File: src/rtl/xtx_pkg.sv
package xtx_pkg;

    typedef enum logic [2:0] {
        ST_IDLE,
        ST_PRE,
        ST_SFD,
        ST_DATA,
        ST_TERM
    } xtx_state_e;

    typedef struct packed {
        logic       ctrl;
        logic [7:0] data;
    } xtx_lane_t;

    localparam logic [7:0] CH_IDLE  = 8'h07;
    localparam logic [7:0] CH_START = 8'hFB;
    localparam logic [7:0] CH_TERM  = 8'hFD;
    localparam logic [7:0] CH_ERR   = 8'hFE;
    localparam logic [7:0] PRE_FILL = 8'h55;
    localparam logic [7:0] SFD_BYTE = 8'hD5;

    function automatic xtx_lane_t ctl_lane(input logic [7:0] c);
        ctl_lane.ctrl = 1'b1;
        ctl_lane.data = c;
    endfunction

    function automatic xtx_lane_t dat_lane(input logic [7:0] d);
        dat_lane.ctrl = 1'b0;
        dat_lane.data = d;
    endfunction

endpackage

File: src/rtl/xtx_seq.sv
module xtx_seq
    import xtx_pkg::*;
#(
    parameter int unsigned PRE_BYTES = 7
) (
    input  logic       clk,
    input  logic       rst,
    input  logic       cfg_custom_pre,
    input  logic       in_valid,
    input  logic       in_sop,
    input  logic       in_eop,
    output xtx_state_e state,
    output logic       cust,
    output logic       start_go,
    output logic       in_ready
);
    localparam int unsigned CNT_W = (PRE_BYTES > 2) ? $clog2(PRE_BYTES) : 1;
    localparam logic [CNT_W-1:0] CNT_LAST = CNT_W'(PRE_BYTES - 2);

    xtx_state_e       st_q;
    logic             cust_q;
    logic [CNT_W-1:0] cnt_q;
    logic             adv;

    assign state    = st_q;
    assign cust     = cust_q;
    assign start_go = (st_q == ST_IDLE) && in_valid && in_sop;
    assign adv      = !cust_q || in_valid;

    always_comb begin
        unique case (st_q)
            ST_IDLE:         in_ready = cfg_custom_pre || !in_sop;
            ST_PRE, ST_SFD:  in_ready = cust_q;
            ST_DATA:         in_ready = 1'b1;
            default:         in_ready = 1'b0;
        endcase
    end

    always_ff @(posedge clk) begin
        if (rst) begin
            st_q   <= ST_IDLE;
            cust_q <= 1'b0;
            cnt_q  <= '0;
        end else begin
            unique case (st_q)
                ST_IDLE: begin
                    if (start_go) begin
                        cust_q <= cfg_custom_pre;
                        cnt_q  <= '0;
                        st_q   <= ST_PRE;
                    end
                end
                ST_PRE: begin
                    if (adv) begin
                        if (cnt_q == CNT_LAST) begin
                            cnt_q <= '0;
                            st_q  <= ST_SFD;
                        end else begin
                            cnt_q <= cnt_q + CNT_W'(1);
                        end
                    end
                end
                ST_SFD: begin
                    if (adv) st_q <= ST_DATA;
                end
                ST_DATA: begin
                    if (in_valid && in_eop) st_q <= ST_TERM;
                end
                default: st_q <= ST_IDLE;
            endcase
        end
    end

endmodule

File: src/rtl/xtx_lane_mux.sv
module xtx_lane_mux
    import xtx_pkg::*;
(
    input  xtx_state_e state,
    input  logic       cust,
    input  logic       start_go,
    input  logic       in_valid,
    input  logic [7:0] in_data,
    output xtx_lane_t  lane
);
    always_comb begin
        unique case (state)
            ST_IDLE:
                lane = start_go ? ctl_lane(CH_START) : ctl_lane(CH_IDLE);
            ST_PRE: begin
                if (!cust)        lane = dat_lane(PRE_FILL);
                else if (in_valid) lane = dat_lane(in_data);
                else              lane = ctl_lane(CH_ERR);
            end
            ST_SFD:
                lane = (cust && !in_valid) ? ctl_lane(CH_ERR) : dat_lane(SFD_BYTE);
            ST_DATA:
                lane = in_valid ? dat_lane(in_data) : ctl_lane(CH_ERR);
            default:
                lane = ctl_lane(CH_TERM);
        endcase
    end

endmodule

File: src/rtl/xtx_xgmii_tx_encap.sv
module xtx_xgmii_tx_encap
    import xtx_pkg::*;
#(
    parameter int unsigned PRE_BYTES = 7
) (
    input  logic       clk,
    input  logic       rst,
    input  logic       cfg_custom_pre,
    input  logic       in_valid,
    output logic       in_ready,
    input  logic [7:0] in_data,
    input  logic       in_sop,
    input  logic       in_eop,
    output logic [7:0] xg_data,
    output logic       xg_ctrl
);
    xtx_state_e st_w;
    logic       cust_w;
    logic       start_w;
    xtx_lane_t  lane_d;
    xtx_lane_t  lane_q;

    xtx_seq #(.PRE_BYTES(PRE_BYTES)) u_seq (
        .clk            (clk),
        .rst            (rst),
        .cfg_custom_pre (cfg_custom_pre),
        .in_valid       (in_valid),
        .in_sop         (in_sop),
        .in_eop         (in_eop),
        .state          (st_w),
        .cust           (cust_w),
        .start_go       (start_w),
        .in_ready       (in_ready)
    );

    xtx_lane_mux u_mux (
        .state    (st_w),
        .cust     (cust_w),
        .start_go (start_w),
        .in_valid (in_valid),
        .in_data  (in_data),
        .lane     (lane_d)
    );

    always_ff @(posedge clk) begin
        if (rst) lane_q <= ctl_lane(CH_IDLE);
        else     lane_q <= lane_d;
    end

    assign xg_data = lane_q.data;
    assign xg_ctrl = lane_q.ctrl;

endmodule

File: config.mk
export PLATFORM = sky130hd
export DESIGN_NAME = xtx_xgmii_tx_encap
export DESIGN_NICKNAME = d
export VERILOG_FILES = /design/src/rtl/xtx_pkg.sv /design/src/rtl/xtx_seq.sv /design/src/rtl/xtx_lane_mux.sv /design/src/rtl/xtx_xgmii_tx_encap.sv
export SDC_FILE = /design/constraint.sdc
export NUM_CORES = 1
export LEC_CHECK = 0
export BUFFER_PORTS_ARGS = -buffer_cell sky130_fd_sc_hd__buf_4
export CAP_MARGIN = 5
export CORE_ASPECT_RATIO = 1.5
export CORE_MARGIN = 2
export CORE_UTILIZATION = 25
export DETAILED_ROUTE_END_ITERATION = 10
export PLACE_DENSITY_LB_ADDON = 0.15
export SLEW_MARGIN = 20
export SYNTH_ARGS = -nofsm -noshare
export SYNTH_HDL_FRONTEND = slang
export SYNTH_SLANG_ARGS = --single-unit
export TNS_END_PERCENT = 10
File: constraint.sdc
create_clock -name clk -period 1.6 [get_ports clk]
set_clock_uncertainty 0.15 [all_clocks]
set_input_delay 0.08 -clock clk [delete_from_list [all_inputs] [get_ports clk]]
set_output_delay 0.08 -clock clk [all_outputs]
set_load 0.05 [all_outputs]
After elaboration in Yosys (flattened, before gate mapping)
Cells that the tools add are included.
- output and inout bits: 10
- bits of input ports: 14
- register bits after elaboration: 16
- word-level logic and storage cells: 46
- equal/unequal tests: 9
- add/sub/neg operators: 1
- muxes and demuxes: 16
- reduce and logical (&&, ||, !) cells: 15
- operators with widths (kind ; number):
    9-bit one-hot mux with 4 select lines ; 1
    9-bit 2-to-1 mux ; 3
    3-bit 2-to-1 mux ; 8
    3-bit one-hot mux with 4 select lines ; 1
    8-bit 2-to-1 mux ; 1
    2-bit != test (second input constant) ; 4
    3-bit by 2-bit == test with 1-bit output (second input constant) ; 2
    3-bit one-hot mux with 2 select lines ; 1
    5-bit AND reduction ; 1
    1-bit logical AND ; 4
    3-bit by 1-bit adder with 3-bit output (second input constant) ; 1
    3-bit by 1-bit == test with 1-bit output (second input constant) ; 1
    3-bit == test (second input constant) ; 1
    1-bit zero test ; 3
    3-bit zero test ; 1
    1-bit one-hot mux with 3 select lines ; 1
    3-bit AND reduction ; 1
    1-bit logical OR ; 2
    2-bit by 1-bit != test with 1-bit output (second input constant) ; 1
    2-bit AND reduction ; 1
    2-bit nonzero test ; 1
    2-bit OR reduction ; 1

Logic depth before layout (Yosys ltp)
Gate-level depths: netlist (run 1).
- depth in word-level cells: 5
- gate-level depth with buffers: 5
- gate-level depth less buffers: 4

Modules after synthesis
From an unflattened synthesis (run 1), not the netlist that was laid out.
- cells, all modules: 104
- area total of the unflattened synthesis: 912.1 µm²
- modules (own cells, without submodules) (module ; times used ; seq. area each (µm²) ; area each (µm²) ; cells each):
    xtx_seq ; 1 ; 140.1 ; 421.7 ; 44
    xtx_lane_mux ; 1 ; 0.0 ; 254.0 ; 42
    xtx_xgmii_tx_encap ; 1 ; 180.2 ; 236.5 ; 18

Worst setup path before layout (run 1)
No wires, ideal clock.
- kind: register to output
- start point: register u_seq.st_q[1], in the netlist u_seq.state[1]
- end point: output in_ready
- arrival time: 1.769 ns
- cell stages (with the launch flop): 5
- setup slack: -0.399 ns
- path buffers: 1
- required time: 1.370 ns
- cells stage by stage: dfxtp_1 -> buf_2 -> nand2b_1 -> nor3_1 -> nor3_1
- cells in the longest elaborated chain, start to end: 3
- elaborated cells on any way between the ends: 6
- classes of those cells: 3 x eq/ne; 1 x mux; 2 x reduce/logical
- ends and longest elaborated chain (what ; line ; RTL):
    start, declared ; xtx_seq.sv:20 ; xtx_state_e st_q;
    start signal, assigned ; xtx_seq.sv:41 ; st_q <= ST_IDLE;
    start signal, assigned ; xtx_seq.sv:50 ; st_q <= ST_PRE;
    start signal, assigned ; xtx_seq.sv:57 ; st_q <= ST_SFD;
    3-bit by 2-bit == test with 1-bit output or 3-bit by 1-bit == test with 1-bit output (tied branches) ; xtx_seq.sv:31 ; unique case (st_q)
    2-bit OR reduction ; xtx_seq.sv:31 ;
    1-bit one-hot mux with 3 select lines * ; xtx_seq.sv:31 ;
    end, declared ; xtx_xgmii_tx_encap.sv:10 ; output logic in_ready,
Every way passes the cells marked *; elsewhere a longest branch is shown, timed or not.

Worst setup path after layout (run 1)
- start point: register u_seq.st_q[0], in the netlist u_seq.state[0]
- end point: output in_ready
The elaborated chain is that of the path after synthesis.

==> results.md, run 1 <==
- Status: finished, final reports clean
- Latest clock arrival within the worst-skew pair: between 200 and 300 ps
- Final setup TNS: 0 ps
- Area leader, netlist: dfxtp_1
- Vias in the first global route: approximately 760
- Syn nets: 113
- DRT antenna net count: 0
- Via Count: 833
- R2R cell count: 4
- CTS H-tree depth: 1
- CP Class: register to output port
- Core box area: between 3000 and 4000 µm²
- Max_cap viols: 0
- Crit-path max cell delay: between 300 and 400 ps
- Hold path cells: 3
- Yosys warns: 0
- Pwr dens: ~760 nW/µm²
- P_leak: approximately 0.5 nW
- Clock buffer depth: 2
- NetSw: between 0.0002 and 0.0003 W
- Avg Inst Size Synth: approximately 8.2 µm²
- Grt ovf: 0
- RR Endpoint: u_seq.state[0]$_SDFFE_PP0P_
- Clk sinks: 16
- Hold path start: in_data[4]
- Flop pwr share: 43.6%
- Worst Setup End Kind: output port
- CTS tree: done
- Drt first pass iters: 4
- Comb pwr share: approximately 26%
- Drt wl/cell: roughly 12 µm
- WP buf/inv: 2
- Non-Filler Cell Area, Final: approximately 1300 µm²
- Top Ports: 24
- Worst path cell trace: buf_12, nand2b_4, a21oi_2, nor3_2, buf_6
- Yosys top cell area share: around two fifths
- Max-slew headroom: approximately 81%
- Area post-placement: approximately 1000 µm²
- Register area: 324 µm²
- Worst EP required: 1370 ps
- Switching Share: 28.1%
- Die area: between 3000 and 4000 µm²
- CP max FO: 8
- P&R area growth vs syn: 58.5%
- Final Util: 40.9%
- Area taken by multi-input logic gates: around 470 µm²
- Ranking of synthesized cells by area: dfxtp_1 (40%), a21oi_1 (8.7%), nand2b_1 (6.2%)
- Drt via density: 4.63
- Total track usage: 12.3%
- Mapped cell area: around 810 µm²
- Root buffer cell: clkbuf_8
- Synth Register Bits: 16
- Worst R2R Start: u_seq.state[2]$_SDFFE_PP0P_
- Die width: 50.4 µm
- Min-delay worst type: input port to register
- Port bufs: 23
- Max Slew Vio Count: 0
- Total wire length: ~2100 µm
- Hold Path End: xg_data[4]$_SDFF_PP0_
- Endpoints failing setup: 0
- Final hold vios: 0
- Netlist cell types: 29
- Final Cycle Share: 95.3%
- Top delay family on crit path: flip-flops
- Maximum vdd ir drop: 0.311 mV
- Mapped Cells: roughly 100
- DR iter-0 viols: 7
- Number of antenna violations at the first check in global routing: 0
- Critical Path Start Type: register
- Worst EP arrival: roughly 1300 ps
- Largest net degree at the start of global routing: 17
- Internal: 0.000699 W
- Row count: 25
- Initial core utilization: 25.8%
- Detailed Place HPWL: around 1500 µm
- Post-route DRC: 0
- Clock share of power: between 30% and 40%
- Clk slew on worst S/H paths: 60 ps
- Slowest-stage cell, CP: dfxtp_4
- Chip height: about 74 µm
- RD Place Congestion: just under 0.8
- R2R setup slack: around 100 ps
- Fillers: roughly 330
- Layout cell share with drive strength beyond 1: roughly a third
- Post-synthesis sequential area ratio: between 30 and 40%
- RSZ-0062 raised after global routing: false
- Total Nets Final: between 150 and 200
- Fmax: between 600 and 700 MHz
- Minimum period implied by the final worst setup slack: around 1500 ps
- TritonCTS Buffers: 3
- ANT cells: 0
- Global-route wire length before repair: 3390 µm
- Slew @ Worst Pin: 279 ps
[metrics by stage]
step           power (W)  setup slack, ps  hold slack [ps]  instances
6_report        0.000973             75.3             2.09        180
5_1_grt          0.00102             6.48             24.6        180
4_1_cts         0.000966             36.1             8.69        176
3_5_place_dp    0.000629              113              150        162
3_3_place_gp    0.000629              125              151        162
2_1_floorplan   0.000563             21.1             6.74         99
[power by group through the flow]
stage | logic [W] | registers [W] | clock network (W)
after detailed placement | 0.000198 | 0.000432 | 0
after global placement | 0.000198 | 0.000431 | 0
after CTS | 0.000225 | 0.000424 | 0.000318
final | 0.000248 | 0.000424 | 0.000301
after floorplan | 0.0000912 | 0.000472 | 0
after global routing | 0.000266 | 0.000425 | 0.000328
[flip-flops by register name, indices dropped and copies added (netlist names)]
name / cells
xg_data: 8
u_seq.cnt_q: 3
u_seq.state: 3
u_seq.cust: 1
xg_ctrl: 1
[per-layer routing]
metal  wire length (µm)  up-vias  part of all wire, %  GRT usage, %
met1                983      377                   46          15.1
met4                 31        0                  1.5          7.21
met3                 79        4                  3.7          1.83
met5                  0        -                    0             0
li1                   -      429                    -             -
met2               1020       23                   48          20.3
[Yosys cell counts]
| cell | n |
|---|---|
| clkbuf_1 | 2 |
| o22ai_1 | 2 |
| nand3_1 | 2 |
| nand2_1 | 2 |
| nor2b_1 | 2 |
| a21boi_1 | 1 |
| a21oi_1 | 14 |
| or2_1 | 1 |
| nand2_2 | 1 |
| buf_2 | 2 |
| dfxtp_1 | 16 |
| o21bai_1 | 2 |
| mux2i_1 | 1 |
| or3_1 | 1 |
| o21ai_0 | 9 |
| buf_4 | 2 |
| nand3b_1 | 2 |
| nor3_1 | 5 |
| a311oi_1 | 2 |
| a21bo_1 | 1 |
| nand2b_1 | 8 |
| nor4b_1 | 1 |
| and2b_4 | 1 |
| nor4_4 | 1 |
| inv_1 | 3 |
| a211oi_1 | 1 |
| nor2_1 | 12 |
| mux2_4 | 1 |
| a21oi_2 | 1 |
[worst reg2reg max path, cell delays in order (launching register included)]
cell	delay [ps]
dfxtp_1	300
or2_1	280
o21bai_1	170
o21bai_1	170
mux2_4	310
[cell usage in the layout (no fill, tap or decap), types with 2 or more instances in the layout]
master         instances
nand3_1                2
nor2_1                12
a21oi_1               13
nand2_1                2
dlygate4sd3_1         11
buf_4                 30
nor3_1                 4
o21bai_1               2
a21oi_2                2
inv_1                  3
nand2b_4               3
buf_6                  2
a311oi_1               2
o22ai_1                2
nor2b_1                2
o21ai_0                9
nand2b_1               5
nand3b_1               2
clkbuf_8               3
dfxtp_1               15
[cell type report]
type | count | share of cell area, %
Multi-Input combinational cell | 74 | 37.1
Timing Repair Buffer | 44 | 29.5
Sequential cell | 16 | 25.3
Tap cell | 40 | 3.91
Clock buffer | 3 | 3.23
Inverter | 3 | 0.881
[kinds of logic (layout without fill, tap and decap cells)]
family | Yosys count | after routing | share of synthesized area (%)
mux | 2 | 2 | 3.10
simple gates | 39 | 39 | 27.8
compound gates | 33 | 33 | 24.0
flops | 16 | 16 | 39.7
buf+inv | 9 | 50 | 5.43
[worst max path at each step]
| stage | startpoint | end | depth (start not counted) |
|---|---|---|---|
| 4_1_cts | u_seq.state[0]$_SDFFE_PP0P_ | in_ready | 5 |
| 3_5_place_dp | u_seq.state[2]$_SDFFE_PP0P_ | u_seq.state[0]$_SDFFE_PP0P_ | 4 |
| 3_3_place_gp | u_seq.state[2]$_SDFFE_PP0P_ | u_seq.state[0]$_SDFFE_PP0P_ | 4 |
| 2_1_floorplan | u_seq.state[1]$_SDFFE_PP0P_ | in_ready | 4 |
| 6_report | u_seq.state[0]$_SDFFE_PP0P_ | in_ready | 5 |
| 5_1_grt | u_seq.state[1]$_SDFFE_PP0P_ | in_ready | 5 |
[timing repair]
action,4_1_cts,5_1_grt
hold endpoints to repair,14,0
pin swaps,0,1
setup endpoints to repair,1,1
resized for setup,3,8
buffers inserted,0,4
hold buffers,11,0
No activity file was read; power rests on OpenSTA's default activity.
==> inputs of run 2 (changes only) <==
--- a/config.mk
+++ b/config.mk
@@ -5,13 +5,15 @@
 export SDC_FILE = /design/constraint.sdc
 export NUM_CORES = 1
 export LEC_CHECK = 0
+export ABC_CLOCK_PERIOD_IN_PS = 1600
 export BUFFER_PORTS_ARGS = -buffer_cell sky130_fd_sc_hd__buf_4
 export CAP_MARGIN = 5
 export CORE_ASPECT_RATIO = 1.5
 export CORE_MARGIN = 2
-export CORE_UTILIZATION = 25
+export CORE_UTILIZATION = 40
 export DETAILED_ROUTE_END_ITERATION = 10
 export PLACE_DENSITY_LB_ADDON = 0.15
+export RECOVER_POWER = 25
 export SLEW_MARGIN = 20
 export SYNTH_ARGS = -nofsm -noshare
 export SYNTH_HDL_FRONTEND = slang
==> results.md, run 2 (synthesized netlist as in run 1, its figures left out) <==
- Drt wl/cell: 13.2 µm (+13%)
- Minimum period implied by the final worst setup slack: 1580 ps (+53.8 ps)
- CTS tree: done
- Top Ports: 24 (unchanged)
- Total wire length: 2130 µm (+0.76%)
- Comb pwr share: 27.9% (+2.4 points)
- Largest net degree at the start of global routing: 16 (-1)
- P&R area growth vs syn: 51.5%
- Grt ovf: 0 (unchanged)
- Vias in the first global route: 817 (+7.4%)
- Clk sinks: 16 (unchanged)
- NetSw: 0.000257 W (-6.1%)
- Fmax: 634 MHz (-3.4%)
- Drt first pass iters: 4 (unchanged)
- Maximum vdd ir drop: 0.349 mV (+12%)
- RSZ-0062 raised after global routing: true
- DRT antenna net count: 0 (unchanged)
- Port bufs: 23 (unchanged)
- Clock share of power: 23.5% (-7.5 points)
- Worst Setup SP: u_seq.state[0]$_SDFFE_PP0P_
- CTS H-tree depth: 1 (unchanged)
- Min-delay worst type: input port to register
- Worst EP required: 1370 ps (about the same)
- R2R setup slack: 90 ps (about the same)
- Root buffer cell: clkbuf_4
- Global-route wire length before repair: 3370 µm (-0.38%)
- Clock buffer depth: 2 (unchanged)
- Max-slew headroom: 59.2% (-22 points)
- Core box area: 1880 µm² (-40%)
- Critical Path Start Type: register
- TritonCTS Buffers: 3 (unchanged)
- Die area: 2400 µm² (-35%)
- Fillers: 170 (-48%)
- Clk slew on worst S/H paths: 90 ps (+30 ps)
- Switching Share: 29.7% (+1.6 points)
- ANT cells: 0 (unchanged)
- Worst EP arrival: 1350 ps (+60 ps)
- Total track usage: 20.5% (+8.2 points)
- Final hold vios: 0 (unchanged)
- Slowest-stage cell, CP: dfxtp_4
- Worst R2R Start: u_seq.state[1]$_SDFFE_PP0P_
- Flop pwr share: 48.6% (+5.0 points)
- Most frequent cells in the layout: buf_4 (24), a21oi_1 (13), dfxtp_1 (13), nor2_1 (12), dlygate4sd3_1 (12)
- CP endpoint: in_ready
- RD Place Congestion: 0.835 (+8.2%)
- Total Nets Final: 156 (unchanged)
- Crit-path max cell delay: 380 ps (about the same)
- Max FFs per register: 8 (unchanged)
- Max_cap viols: 0 (unchanged)
- Slew @ Worst Pin: 614 ps (+335 ps)
- Detailed Place HPWL: 1410 µm (-5.7%)
- RR Endpoint: u_seq.state[0]$_SDFFE_PP0P_
- Endpoints failing setup: 0 (unchanged)
- CP max FO: 7 (-1)
- Worst path cell trace: buf_8, nand2b_4, a21oi_2, nor3_2, buf_6
- Drt via density: 5.26 (+14%)
- Row count: 19 (-24%)
- Internal: 0.000609 W (-13%)
- Latest clock arrival within the worst-skew pair: 270 ps (+20 ps)
- Post-route DRC: 0 (unchanged)
- Via Count: 847 (+1.7%)
- DR iter-0 viols: 6 (-1)
- Final Util: 65.1% (+24 points)
- P_leak: 0.479 nW (-5.2%)
- Chip height: 59.0 µm (-20%)
- Final setup TNS: 0 ps (unchanged)
- Number of antenna violations at the first check in global routing: 0 (unchanged)
- R2R cell count: 4 (unchanged)
- Layout cell share with drive strength beyond 1: 31.4% (-2.1 points)
- Initial core utilization: 43.0% (+17 points)
- Die width: 40.7 µm (-19%)
- Area taken by multi-input logic gates: 484 µm² (+2.1%)
- Final Cycle Share: 98.7% (+3.4 points)
- Commonest non-fill, non-tap cell in the layout: buf_4
- Register area: 329 µm² (+1.5%)
- Status: finished, final reports clean
- Max Slew Vio Count: 0 (unchanged)
- Pwr dens: 708 nW/µm² (-6.9%)
- Worst Setup End Kind: output port
- CP Class: register to output port
==> run 2: cell type report <==
| class | count | share of cell area (%) |
|---|---|---|
| Timing Repair Buffer | 44 | 28.6 |
| Tap cell | 21 | 2.15 |
| Multi-Input combinational cell | 74 | 39.6 |
| Clock buffer | 3 | 1.84 |
| Inverter | 3 | 0.921 |
| Sequential cell | 16 | 26.9 |
==> run 2: worst min-delay path by stage <==
stage / end / cells after the start / startpoint
CTS: xg_data[2]$_SDFF_PP1_ / 4 / in_sop
global route: xg_data[1]$_SDFF_PP1_ / 4 / in_valid
detailed placement: xg_data[1]$_SDFF_PP1_ / 3 / in_data[1]
finish: xg_data[1]$_SDFF_PP1_ / 4 / in_valid
global placement: xg_data[1]$_SDFF_PP1_ / 3 / in_data[1]
floorplan: u_seq.state[2]$_SDFFE_PP0P_ / 1 / rst
==> run 2: critical path: cells and delay by family (launching register included) <==
kind / cells / cell delay (ps)
flops: 1 / 380
simple gates: 2 / 340
buf+inv: 2 / 310
compound gates: 1 / 50
==> run 2: power groups by stage <==
stage	combinational (W)	sequential [W]	clock, W
CTS	0.000228	0.000422	0.000214
detailed placement	0.000200	0.000431	0
floorplan	0.0000912	0.000472	0
finish	0.000241	0.000421	0.000203
global placement	0.000198	0.000431	0
global route	0.000261	0.000424	0.000232
==> run 2: metal layers <==
metal,vias to the layer above,global-route usage [%],share of wire (%)
li1,428,-,-
met1,402,21.9,39
met2,15,37.6,57
met3,2,2.26,2.9
met4,0,8.57,0.75
met5,-,0,0
==> run 2: through the flow <==
stage / instances / total power [W] / setup WS [ps] / cell area, µm² / hold WS (ps)
2_1_floorplan: 99 / 0.000563 / 21.1 / 812 / 6.74
3_3_place_gp: 143 / 0.000628 / 107 / 1020 / 145
3_5_place_dp: 143 / 0.000631 / 40.0 / 1020 / 150
4_1_cts: 158 / 0.000865 / 10.3 / 1170 / 53.2
5_1_grt: 161 / 0.000917 / -39.6 / 1220 / 79.5
6_report: 161 / 0.000866 / 21.5 / 1220 / 66.8
==> run 2: timing repair <==
| item | 4_1_cts | 5_1_grt |
|---|---|---|
| pin swaps | 0 | 3 |
| buffers inserted | 0 | 3 |
| resized for setup | 2 | 12 |
| setup endpoints to repair | 1 | 2 |
| hold buffers | 12 | 0 |
| hold endpoints to repair | 14 | 0 |
==> inputs of run 3 (changes only) <==
--- a/config.mk
+++ b/config.mk
@@ -8,7 +8,7 @@
 export ABC_CLOCK_PERIOD_IN_PS = 1600
 export BUFFER_PORTS_ARGS = -buffer_cell sky130_fd_sc_hd__buf_4
 export CAP_MARGIN = 5
-export CORE_ASPECT_RATIO = 1.5
+export CORE_ASPECT_RATIO = 0.75
 export CORE_MARGIN = 2
 export CORE_UTILIZATION = 40
 export DETAILED_ROUTE_END_ITERATION = 10
==> constraint.sdc (replaced) <==
create_clock -name clk -period 1.6 [get_ports clk]
set_clock_uncertainty 0.15 [all_clocks]
set_input_delay 0.08 -clock clk [delete_from_list [all_inputs] [get_ports clk]]
set_output_delay 0.08 -clock clk [all_outputs]
set_load 0.02 [all_outputs]
==> results.md, run 3 (synthesized netlist as in run 1, its figures left out) <==
- ANT cells: 0 (unchanged)
- Final Cycle Share: 95.9% (-2.7 points)
- Detailed Place HPWL: 1320 µm (-6.9%)
- CP max FO: 4 (-3)
- CP endpoint: u_seq.state[0]$_SDFFE_PP0P_
- Non-Filler Cell Area, Final: 1200 µm² (-1.4%)
- P&R area growth vs syn: 49.3%
- Max FFs per register: 8 (unchanged)
- Vias in the first global route: 747 (-8.6%)
- Root buffer cell: clkbuf_4
- Fmax: 652 MHz (+2.9%)
- Worst R2R Start: u_seq.state[0]$_SDFFE_PP0P_
- Die area: 2400 µm² (-0.15%)
- CTS tree: done
- Global-route wire length before repair: 3390 µm (+0.39%)
- R2R setup slack: 70 ps (-20 ps)
- Area post-placement: 1010 µm² (-0.86%)
- R2R cell count: 5 (+1)
- Max-slew headroom: 81.1% (+22 points)
- Largest net degree at the start of global routing: 16 (unchanged)
- Worst EP arrival: 1570 ps (+220 ps)
- P_leak: 0.470 nW (-1.9%)
- Latest clock arrival within the worst-skew pair: 290 ps (+20 ps)
- Drt via density: 5.25 (-0.29%)
- Port bufs: 23 (unchanged)
- Most frequent cells in the layout: buf_4 (22), dfxtp_1 (14), a21oi_1 (13), nor2_1 (12), dlygate4sd3_1 (12)
- Row count: 14 (-5)
- DRT antenna net count: 0 (unchanged)
- Clock buffer depth: 2 (unchanged)
- RSZ-0062 raised after global routing: true
- Slew @ Worst Pin: 282 ps (-332 ps)
- Minimum period implied by the final worst setup slack: 1530 ps (-43.9 ps)
- Total wire length: 2060 µm (-3.3%)
- Drt wl/cell: 12.6 µm (-4.5%)
- Status: finished, final reports clean
- Clk sinks: 16 (unchanged)
- Core box area: 1960 µm² (+4.5%)
- Dpl ws: 113 ps (+73.0 ps)
- Final hold vios: 0 (unchanged)
- Critical Path Start Type: register
- Finished Layout Cells: 163 (+1.2%)
- Chip height: 42.9 µm (-27%)
- TritonCTS Buffers: 3 (unchanged)
- Min-delay worst type: input port to register
- Max Slew Vio Count: 0 (unchanged)
- Total Nets Final: 154 (-1.3%)
- Max_cap viols: 0 (unchanged)
- Cells after DPL: 145 (+1.4%)
- Initial core utilization: 41.1% (-1.8 points)
- Worst Setup SP: u_seq.state[0]$_SDFFE_PP0P_
- Maximum vdd ir drop: 0.566 mV (+62%)
- RR Endpoint: u_seq.state[0]$_SDFFE_PP0P_
- Drt first pass iters: 4 (unchanged)
- Fillers: 187 (+10%)
- Grt ovf: 0 (unchanged)
- Final WS setup: 65.4 ps (+43.9 ps)
- Die width: 55.9 µm (+37%)
- Via Count: 855 (+0.94%)
- Commonest non-fill, non-tap cell in the layout: buf_4
- RD Place Congestion: 0.787 (-5.7%)
- Total track usage: 18.6% (-1.9 points)
- Clk slew on worst S/H paths: 90 ps (about the same)
- Post-route DRC: 0 (unchanged)
- Pwr dens: 744 nW/µm² (+5.0%)
- Worst Setup End Kind: register
- DR iter-0 viols: 24 (+18)
- Layout cell share with drive strength beyond 1: 28.8% (-2.7 points)
- Number of antenna violations at the first check in global routing: 0 (unchanged)
- Worst EP required: 1640 ps (+270 ps)
- Endpoints failing setup: 0 (unchanged)
- Top Ports: 24 (unchanged)
- CP Class: register to register
- CTS H-tree depth: 1 (unchanged)
-- run 3: worst min path at each step --
| stage | start | to | slack, ps | cells after the start |
|---|---|---|---|---|
| final | in_valid | xg_data[1]$_SDFF_PP1_ | 50 | 4 |
| after global routing | in_sop | xg_data[2]$_SDFF_PP1_ | 70 | 4 |
| after CTS | in_valid | xg_data[1]$_SDFF_PP1_ | 40 | 4 |
| after detailed placement | in_data[1] | xg_data[1]$_SDFF_PP1_ | 160 | 3 |
| after global placement | in_data[1] | xg_data[1]$_SDFF_PP1_ | 160 | 3 |
| after floorplan | rst | u_seq.state[2]$_SDFFE_PP0P_ | 7 | 1 |
-- run 3: metal layers --
layer	wire (µm)	up-vias	GRT usage, %
met5	0	-	0
met3	141	2	7.01
met1	973	397	25.7
met2	935	26	27.6
li1	-	430	-
met4	10	0	4.29
-- run 3: through the flow --
stage	utilization [%]	hold WS (ps)	TNS, ps	power (W)
detailed placement	51.7	155	0	0.000593
finish	61.4	46.4	0	0.000896
floorplan	-	6.74	0	0.000528
CTS	61.3	36.9	0	0.000902
global route	61.4	71.3	-13.0	0.000939
global placement	51.7	157	0	0.000591
-- run 3: area by class of cell --
type                    instances  area [µm²]  share of cell area (%)
flip-flops and latches         16         325                    27.0
well taps                      24        30.0                    2.49
repair buffers                 42         334                    27.7
inverters                       3        11.3                   0.935
multi-input cells              74         468                    38.8
clock buffers                   4        36.3                    3.01
-- run 3: what timing repair did --
item                                    4_1_cts  5_1_grt
buffers inserted                              2        0
pin swaps                                     1        2
hold endpoints to repair                     14        0
gates resized for setup                       6        5
hold buffers                                 12        0
endpoints found under the setup margin        1        2
-- run 3: report_power, final --
part	switching [W]	internal, W
logic	0.0000972	0.000101
clock network	0.000136	0.000139
registers	0.00000847	0.000415
-- run 3: worst max-delay path: stages, from the launching register on --
cell,delay (ps)
dfxtp_4,370
buf_4,120
a21bo_1,210
a21oi_2,140
o21bai_2,140
mux2_4,300
